## src/rtl/frame_deser.sv

```systemverilog
module frame_deser #(
  parameter int LANES       = 3,
  parameter int BITS        = 7,
  parameter int LOSS_CYCLES = 16
) (
  input  logic                   clk,
  input  logic                   rst_n,
  input  logic                   pwr_dn_n,
  input  logic                   fwd_clk,
  input  logic [LANES-1:0]       ser_in,
  input  logic [LANES-1:0]       lane_idle,
  output logic [LANES*BITS-1:0]  par_data,
  output logic                   par_clk
);
  localparam int W    = LANES * BITS;
  localparam int CW   = (BITS > 1) ? $clog2(BITS) : 1;
  localparam int IW   = $clog2(LOSS_CYCLES + 1);
  localparam int HALF = (BITS + 1) / 2;

  logic          fwd_q;
  logic [CW-1:0] cnt_q;
  logic [CW-1:0] idx;
  logic          framed_q;
  logic [W-1:0]  cap_q;
  logic [W-1:0]  cap_d;
  logic [W-1:0]  word_q;
  logic [IW-1:0] idle_q;
  logic          resync_q;
  logic          data_bad;
  logic          clk_first_q;
  logic          run_a;
  logic          run_clk;
  logic          rise;
  logic          frame_done;
  logic          clk_lost;
  logic          clk_bad;
  logic          ones;

  assign rise       = fwd_clk & ~fwd_q;
  assign idx        = rise ? '0 : cnt_q;
  assign frame_done = (rise | framed_q) && (idx == CW'(BITS - 1));
  assign clk_lost   = (idle_q == IW'(LOSS_CYCLES));
  assign clk_bad    = clk_lost | resync_q;
  assign ones       = data_bad & ~(clk_bad & clk_first_q);

  always_comb begin
    cap_d = cap_q;
    for (int k = 0; k < LANES; k++)
      cap_d[k*BITS + int'(idx)] = ser_in[k];
  end

  always_ff @(posedge clk or negedge rst_n) begin
    if (!rst_n) begin
      fwd_q       <= 1'b0;
      cnt_q       <= '0;
      framed_q    <= 1'b0;
      cap_q       <= '0;
      word_q      <= '0;
      idle_q      <= IW'(LOSS_CYCLES);
      resync_q    <= 1'b1;
      data_bad    <= 1'b0;
      clk_first_q <= 1'b0;
      run_a       <= 1'b0;
    end else begin
      fwd_q    <= fwd_clk;
      cnt_q    <= (idx == CW'(BITS - 1)) ? '0 : idx + CW'(1);
      framed_q <= (rise | framed_q) & ~frame_done;
      cap_q    <= cap_d;
      if (frame_done && !data_bad)
        word_q <= cap_d;
      if (rise)
        idle_q <= '0;
      else if (!clk_lost)
        idle_q <= idle_q + IW'(1);
      if (clk_lost)
        resync_q <= 1'b1;
      else if (frame_done)
        resync_q <= 1'b0;
      data_bad <= |lane_idle;
      if (!data_bad)
        clk_first_q <= clk_bad;
      run_a <= (idx < CW'(HALF));
    end
  end

  generate
    if (BITS % 2 == 1) begin : g_odd
      logic run_b;
      always_ff @(negedge clk or negedge rst_n) begin
        if (!rst_n) run_b <= 1'b0;
        else        run_b <= run_a;
      end
      assign run_clk = run_a & run_b;
    end else begin : g_even
      assign run_clk = run_a;
    end
  endgenerate

  assign par_data = !pwr_dn_n ? '0 : (ones ? '1 : word_q);
  assign par_clk  = !pwr_dn_n | clk_bad | run_clk;

endmodule

```

## config.mk

```make
export PLATFORM = sky130hd
export DESIGN_NAME = frame_deser
export DESIGN_NICKNAME = d
export VERILOG_FILES = /design/src/rtl/frame_deser.sv
export SDC_FILE = /design/constraint.sdc
export NUM_CORES = 1
export LEC_CHECK = 0
export BUFFER_PORTS_ARGS = -buffer_cell sky130_fd_sc_hd__buf_2
export CAP_MARGIN = 20
export CORE_MARGIN = 2
export CORE_UTILIZATION = 35
export CTS_CLUSTER_SIZE = 10
export DETAILED_ROUTE_END_ITERATION = 12
export PLACE_DENSITY = 0.6
export SLEW_MARGIN = 20
export SYNTH_ARGS = -nofsm -noshare
export SYNTH_HDL_FRONTEND = slang
export SYNTH_SLANG_ARGS = --single-unit
```

## constraint.sdc

```tcl
create_clock -name clk -period 6.3 [get_ports clk]
set_input_delay 0.63 -clock clk [delete_from_list [all_inputs] [get_ports clk]]
set_output_delay 0.63 -clock clk [all_outputs]
set_load 0.05 [all_outputs]
```

# --- Yosys cells after proc, flatten, opt, wreduce, memory -nomap -nowiden ---
# Index checks and enable logic that the tools add are counted.
word_totals:
  reg_bits: 57
  in_bits: 10
classes:
  add_sub_neg: 4
  order_cmp: 7
  n_eq_ne: 3
  mux: 17
  n_bitwise: 12
  reduce_logical: 9
ops:
  columns: ["op", "n"]
  rows:
  - ["bitwise mux 21 bit", 3]
  - ["two-way mux 21 bit", 2]
  - ["demux 1 bit (select 5 bit)", 2]
  - ["two-way mux 5 bit", 2]
  - ["< comparator 3 x 6 -> 1 bit, second input constant", 1]
  - ["< comparator 4 x 6 -> 1 bit, second input constant", 1]
  - ["< comparator 5 x 6 -> 1 bit, second input constant", 1]
  - ["two-way mux 3 bit", 2]
  - ["adder 4 x 3 -> 5 bit, first input constant", 1]
  - ["adder 5 x 1 -> 5 bit, second input constant", 1]
  - ["AND 1 bit", 5]
  - ["== test 5 bit, second input constant", 1]
  - [">= comparator 5 x 1 -> 1 bit, second input constant", 1]
  - ["logical AND 1 bit", 5]
  - ["two-way mux 1 bit", 5]
  - ["adder 3 x 3 -> 4 bit, first input constant", 1]
  - [">= comparator 4 x 1 -> 1 bit, second input constant", 1]
  - ["OR 1 bit", 4]
  - ["adder 3 x 1 -> 3 bit, second input constant", 1]
  - ["demux 1 bit (select 3 bit)", 1]
  - ["== test 3 bit, second input constant", 1]
  - [">= comparator 3 x 1 -> 1 bit, second input constant", 1]
  - ["< comparator 3 bit, second input constant", 1]
  - ["NOT 1 bit", 3]
  - ["4 further kinds", 5]

# --- Logic depth before layout (Yosys ltp) ---
# Gate-level depths: netlist (run 1).
logic_depth:
  word_depth: 10
  mapped_depth: 10

==> metrics.txt, run 1 <==
Post-Layout Cell Count=398; slew of the pin with the lowest slew margin=0.715 ns; synth top area cells=dfrtp_1 (46%), mux2_2 (8.1%), o21a_1 (5.9%); Vias=2154; row cnt=33; pwr/cell area=447 nW/um^2; die width=95.6 um; CTS tree=done; clock skew=0.0106 ns; CTS Sinks=57; WL/cell=16.3 um; YS warnings=0; first-pass GRT wire length=11100 um; hold endpoint=fwd_q; Avg Vias per Cell=5.41; footprint of the multi-input gates=1360 sq um; Critical Path End Type=output pin; Antenna Cells=0; outcome=complete, no violations; Clk Latency, worst-skew pair=0.34 ns; setup tns final=0 ns; clock root buffer=clkbuf_8; vias in the first global route=2140; Worst Slack Setup Final=1.43 ns; initial antenna violation count=0; clock transition at the registers of the reported paths=0.05 ns; final setup fails=0; Post-synth top cells=dfrtp_1 (54), o21a_1 (23), mux2_2 (21); leading register cell type out of synthesis=dfrtp_1; hold-fix buffers at CTS=0; Sequential Area=1430 sq um; area delta synth->final=13.5%; total CTS buffers=9; Final Max Slew Viols=0; grt met1 use=22.4%; WP buf/inv=1; unrepaired setup endpoints after global routing=false; hold path depth=1; # DRC=0; global route hottest layer=met2; I/O pins=32; syn nets=279; Hold Path Class=input port to flop; Critical R2R Launch=run_a; Synth Area per Inst=11.2 sq um; antenna-violating nets left=0; Starting Density=35.9%; Post-synth EDFFs=0; ys async rst share=100%; post-DP HPWL=4220 um; flops & latches, synth=57; RD Place Congestion=0.829; Slew HR=52.3%; Die Y-Extent=95.6 um; MaxCap Viol Count=0; crit-path leading delay family=flip-flops; GR Util met3=3.72%; Filler cells=820; Detailed Route Iter0 Violations=221; # Post-CTS Setup Buffers=0; Slowest cell on crit path=dfrtn_1; Initial DRT Pass Iterations=4; GR Util met2=23.8%; power after layout=1490 uW; R2R setup slack=2.61 ns; cell taking the most area after synthesis=dfrtp_1; core area=8180 sq um; Largest stage delay, worst path=0.38 ns; Resize count post-CTS=0; Req. time, crit path=5.67 ns; Max VDD drop=0.195 mV; Mapped Area=2940 sq um; final hold violation count=0; Cell Chain, Critical Path=nand2_1, nand3_1, buf_2; crit-path max FO=1; Seq/Total Area, Yosys=48.7%; top cell type's share of synthesized area=46.0%; pre-CTS setup slack=1.76 ns; Critical Path AT=4.24 ns; type of origin of the critical path=flop; pin count of the biggest net entering global routing=57; Hold Startpoint=fwd_clk; total congestion overflow=0; Leak=0.00152 uW; Yosys cell types=55; Reg2Reg Depth=0; port buffer count=31; nets=304; count leader, synth=dfrtp_1; number of H-tree levels=3; Total Routed Length=6480 um; total track usage=16.2%; CTS Buffer Depth=2; share of layout cells above drive strength 1=28.0%; CP Class=flop to output pin; Die ar.=9140 sq um; Post-Synthesis Cells=263; R2R Path End=g_odd.run_b; placed insts=382
==> layer usage <==
layer  up-vias  wire (um)
li1       1011          -
met4         0        150
met5         -          0
met1      1080       3050
met2        50       3000
met3        13        276
==> per-stage QoR <==
stage / hold WS (ns) / utilization [%] / cell area, sq um
floorplan: 0.334 / - / 2940
global placement: 0.472 / 38.2 / 3130
detailed placement: 0.482 / 38.2 / 3130
CTS: 0.414 / 40.7 / 3320
global route: 0.417 / 40.8 / 3330
finish: 0.430 / 40.8 / 3330
==> registers in the layout, indices dropped and copies added (netlist names) <==
register	count
g_odd.run_b	1
resync_q	1
run_a	1
framed_q	1
clk_first_q	1
fwd_q	1
cap_q	21
data_bad	1
word_q	21
cnt_q	3
idle_q	5
==> report_power, final <==
group	internal [uW]	switching (uW)
sequential	508	93.0
combinational	214	330
clock	203	141
total	925	564
==> cell usage in the layout, fill, tap and decap left out, drive strengths merged, types with 2 or more instances in the layout <==
cell and n:
nand3 13, inv 8, xnor2 2, and2b 2
nand4b 2, nand4 6, clkinv 2, nor2 13
clkbuf 13, buf 35, a211oi 2, a21oi 5
a21o 2, nor2b 2, o21ai 14, mux2 26
or2 3, nand2 6, nand2b 3, and3 2
o21ba 2, nor4 2, xor2 2, a41oi 2
o21a 23, dfstp 2, o31ai 8, nor3 5
nor4b 2, a31oi 5, dfrtp 54, mux2i 6
ha 6, a21boi 2
==> area by class of cell <==
cell class                 count  share of cell area, %
multi-input combinational    177                   40.7
inverter                       8                  0.901
clock inverter                 3                   1.20
timing repair buffer          35                   5.56
clock buffer                  13                   4.77
tap                          105                   3.94
sequential                    57                   42.9
==> how the worst max path moves through the flow <==
stage / start / end / slack, ns / cells past startpoint
2_1_floorplan: g_odd.run_b / par_clk / 1.75 / 2
3_3_place_gp: g_odd.run_b / par_clk / 1.77 / 3
3_5_place_dp: g_odd.run_b / par_clk / 1.76 / 3
4_1_cts: g_odd.run_b / par_clk / 1.41 / 3
5_1_grt: g_odd.run_b / par_clk / 1.37 / 3
6_report: g_odd.run_b / par_clk / 1.43 / 3
==> cell families (layout without fill, tap and decap cells) <==
family,Yosys count,after routing,share of synthesized area (%)
AO/OA/AOI/OAI,70,70,16.7
XOR/XNOR,4,4,1.19
adder cells (fa/ha/maj),6,6,2.56
buffers and inverters,29,59,5.41
flip-flops,57,57,48.7
multiplexers,32,32,12.0
AND/OR/NAND/NOR,65,65,13.5
No activity file was read; power rests on OpenSTA's default activity.
==> run 2, diff against run 1 <==
clock period = 4.96 ns   (was 6.3 ns; I/O delays follow)
==> run 2 against run 1 <==
  * Total power up 24%
  * Sequential power up 27%
  * Critical path type unchanged
  * Via count down 3.6%
  * Highest routed layer unchanged
  * Critical endpoint unchanged
==> metrics.txt, run 2 (synthesis results as in run 1) <==
outcome=complete, no violations; Critical Path AT=3.56 ns; setup tns final=0 ns; Leak=0.00150 uW; WL/cell=16.4 um; crit-path leading delay family=flip-flops; Regs by FF count=cap_q x21, word_q x21, idle_q x5; most common cell after layout, fill and taps aside=dfrtp_1; I/O pins=32; CTS Buffer Depth=2; clock transition at the registers of the reported paths=0.07 ns; share of layout cells above drive strength 1=28.7%; Slew HR=30.4%; total CTS buffers=9; Die ar.=9140 sq um; Die Y-Extent=95.6 um; total congestion overflow=0; Antenna Cells=0; Placement Cell Area=3130 sq um; type of origin of the critical path=flop; Initial DRT Pass Iterations=4; post-DP HPWL=4180 um; Max VDD drop=0.246 mV; Critical Path End Type=output pin; power after layout=1840 uW; MaxCap Viol Count=0; Largest stage delay, worst path=0.38 ns; hold-fix buffers at CTS=0; first-pass GRT wire length=11100 um; Req. time, crit path=4.46 ns; Detailed Route Iter0 Violations=162; slew of the pin with the lowest slew margin=1.04 ns; Starting Density=35.9%; CTS Sinks=57; clock root buffer=clkbuf_8; Final Max Slew Viols=0; final hold violation count=0; Hold WS=0.286 ns; initial antenna violation count=0; antenna-violating nets left=0; Clk Latency, worst-skew pair=0.34 ns; Final Instance Area=3310 sq um; CP Class=flop to output pin; CTS tree=done; final setup fails=0; Avg Vias per Cell=5.22; RD Place Congestion=0.818; Hold Path Class=input port to flop; nets=304; die width=95.6 um; area delta synth->final=12.7%; clock skew=0.0101 ns; Vias=2076; port buffer count=31; # DRC=0; Cell Chain, Critical Path=nand2_1, nand3_1, buf_2; unrepaired setup endpoints after global routing=false; total track usage=15.9%; most frequent cells in the layout=dfrtp_1 (54), buf_2 (31), o21a_1 (23); crit-path max FO=1; Resize count post-CTS=0; row cnt=33; pwr/cell area=558 nW/um^2; Slowest cell on crit path=dfrtn_1; core area=8180 sq um; Total Routed Length=6530 um; pin count of the biggest net entering global routing=57; number of H-tree levels=3; vias in the first global route=2217; # Post-CTS Setup Buffers=0; WP buf/inv=1
[run 2: cell types whose count changed in the layout (fill, tap and decap cells not counted)]
cell,delta
clkinv_2,+1
a21boi_2,+1
clkbuf_1,-2
clkinvlp_4,+2
bufinv_16,-1
a21boi_4,-1
[run 2: worst paths after layout]
check	startpoint	endpoint	slack (ns)	cells past startpoint
setup / recovery	g_odd.run_b	par_clk	0.91	3
hold / removal	fwd_clk	fwd_q	0.29	1
setup reg to reg	run_a	g_odd.run_b	1.95	0
hold reg to reg	word_q[19]	word_q[19]	0.49	1
max in group asynchronous	rst_n	g_odd.run_b	2.46	1
min in group asynchronous	rst_n	word_q[11]	0.39	2
[run 2: final cells by class]
type,instances,area [sq um]
timing repair buffer,35,185
clock buffer,11,151
tap,105,131
inverter,8,30.0
multi-input combinational,177,1350
fill,822,4870
sequential,57,1430
clock inverter,5,30.0
[run 2: through the flow]
step                      std cells  setup WS (ns)  util [%]
after global placement          382           1.25      38.2
after CTS                       398          0.888      40.5
final                           398          0.907      40.5
after detailed placement        382           1.24      38.2
after global routing            398          0.852      40.5
after floorplan                 263           1.22         -
[run 2: metal layers]
metal | GRT usage [%] | part of all wire, % | vias to the layer above
met1 | 21.1 | 48 | 1029
met2 | 25.2 | 48 | 30
li1 | - | - | 1010
met3 | 3.16 | 3.1 | 7
met5 | 0 | 0 | -
met4 | 6.79 | 1.2 | 0
[run 2: power by group]
group | internal (uW) | switching, uW
sequential | 645 | 117
clock | 206 | 192
combinational | 271 | 413
==> run 3, diff against run 2 <==
clock period = 3.9 ns   (was 4.96 ns; I/O delays follow)
==> run 3 against run 2 <==
  * Combinational power grew 28%
  * Count of clock-buffer cells in the layout is the same
  * Cell count is the same
  * Final area rose by 3.1%
  * Routed wire length decreased by 1.6%
  * Global-route usage decreased by 0.17 points
  * Clock power increased by 91%
  * Highest routed layer unchanged
==> metrics.txt, run 3 (synthesis results as in run 1) <==
outcome=complete, no violations; hold endpoint=fwd_q; Die Y-Extent=95.6 um; Hold Startpoint=fwd_clk; Final Max Slew Viols=0; pwr/cell area=764 nW/um^2; Starting Density=35.9%; hold path depth=1; Resize count post-CTS=0; Post-Layout Cell Count=398; total track usage=15.7%; vias in the first global route=2170; Largest stage delay, worst path=0.38 ns; Slew HR=42.7%; area delta synth->final=16.2%; antenna-violating nets left=0; port buffer count=31; final hold violation count=0; CTS Sinks=57; Hold Path Class=input port to flop; pin count of the biggest net entering global routing=57; CP Class=flop to output pin; Req. time, crit path=3.51 ns; final setup fails=0; footprint of the multi-input gates=1360 sq um; MaxCap Viol Count=0; Hold WS=0.189 ns; R2R setup slack=1.12 ns; Clk Latency, worst-skew pair=0.33 ns; row cnt=33; total congestion overflow=0; core area=8180 sq um; slew of the pin with the lowest slew margin=0.856 ns; nets=304; number of H-tree levels=3; first-pass GRT wire length=11000 um; most common cell after layout, fill and taps aside=dfrtp_1; Filler cells=815; Critical Path AT=3.03 ns; Regs by FF count=cap_q x21, word_q x21, idle_q x5; Max VDD drop=0.331 mV; CTS Buffer Depth=2; I/O pins=32; clock skew=0.00496 ns; type of origin of the critical path=flop; setup tns final=0 ns; clock transition at the registers of the reported paths=0.06 ns; post-DP HPWL=4120 um; Initial DRT Pass Iterations=4; total CTS buffers=9; Critical R2R Launch=fwd_q; R2R Path End=word_q[8]; placed insts=382; RD Place Congestion=0.790; Sequential Area=1430 sq um; # Post-CTS Setup Buffers=0; crit-path max FO=1; initial antenna violation count=0; die width=95.6 um; # DRC=0; clock root buffer=clkbuf_8; WL/cell=16.1 um; Critical Path End Type=output pin; Cell Chain, Critical Path=nand2_1, nand3_1, buf_2; Avg Vias per Cell=5.23; Total Routed Length=6420 um; Antenna Cells=0; Die ar.=9140 sq um; unrepaired setup endpoints after global routing=false; CP Launch Point=g_odd.run_b; hold-fix buffers at CTS=0; Leak=0.00155 uW; Detailed Route Iter0 Violations=231; most frequent cells in the layout=dfrtp_1 (54), buf_2 (31), o21a_1 (23); share of layout cells above drive strength 1=28.7%; CTS tree=done; Vias=2083; Reg2Reg Depth=8; Slowest cell on crit path=dfrtn_1
run 3: area by class of cell:
type | instances | area share (%)
Clock inverter | 5 | 3.67
Sequential cell | 57 | 41.9
Timing Repair Buffer | 35 | 5.43
Clock buffer | 11 | 4.44
Inverter | 8 | 0.881
Tap cell | 105 | 3.85
Multi-Input combinational cell | 177 | 39.8
run 3: metrics by stage:
stage / power [uW] / setup WS (ns) / area, sq um / utilization, %
after detailed placement: 1850 / 0.806 / 3130 / 38.2
after global placement: 1830 / 0.821 / 3130 / 38.2
after floorplan: 1660 / 0.792 / 2940 / -
after CTS: 2630 / 0.447 / 3400 / 41.6
after global routing: 2770 / 0.383 / 3410 / 41.7
final: 2600 / 0.476 / 3410 / 41.7
run 3: power breakdown:
group / switching [uW] / internal, uW / total [uW] / leakage, uW
logic: 531 / 346 / 876 / 0.000707
clock network: 237 / 523 / 760 / 0.000140
registers: 148 / 820 / 968 / 0.000708
run 3: critical path, delay by kind of cell (launching register included):
family	cells	cell delay [ns]
and+or+nand+nor	2	0.12
DFF	1	0.38
buffers and inverters	1	0.26
run 3: how the worst max path moves through the flow:
stage | endpoint | cells after the start | slack [ns]
after detailed placement | par_clk | 3 | 0.81
final | par_clk | 3 | 0.48
after global routing | par_clk | 3 | 0.38
after CTS | par_clk | 3 | 0.45
after floorplan | par_clk | 2 | 0.79
after global placement | par_clk | 3 | 0.82
run 3: metal layers:
metal	global-route usage [%]	routed length (um)	up-vias
li1	-	-	1004
met1	21.4	3130	1021
met2	23.7	2950	49
met3	3.16	231	9
met4	8.10	110	0
met5	0	0	-
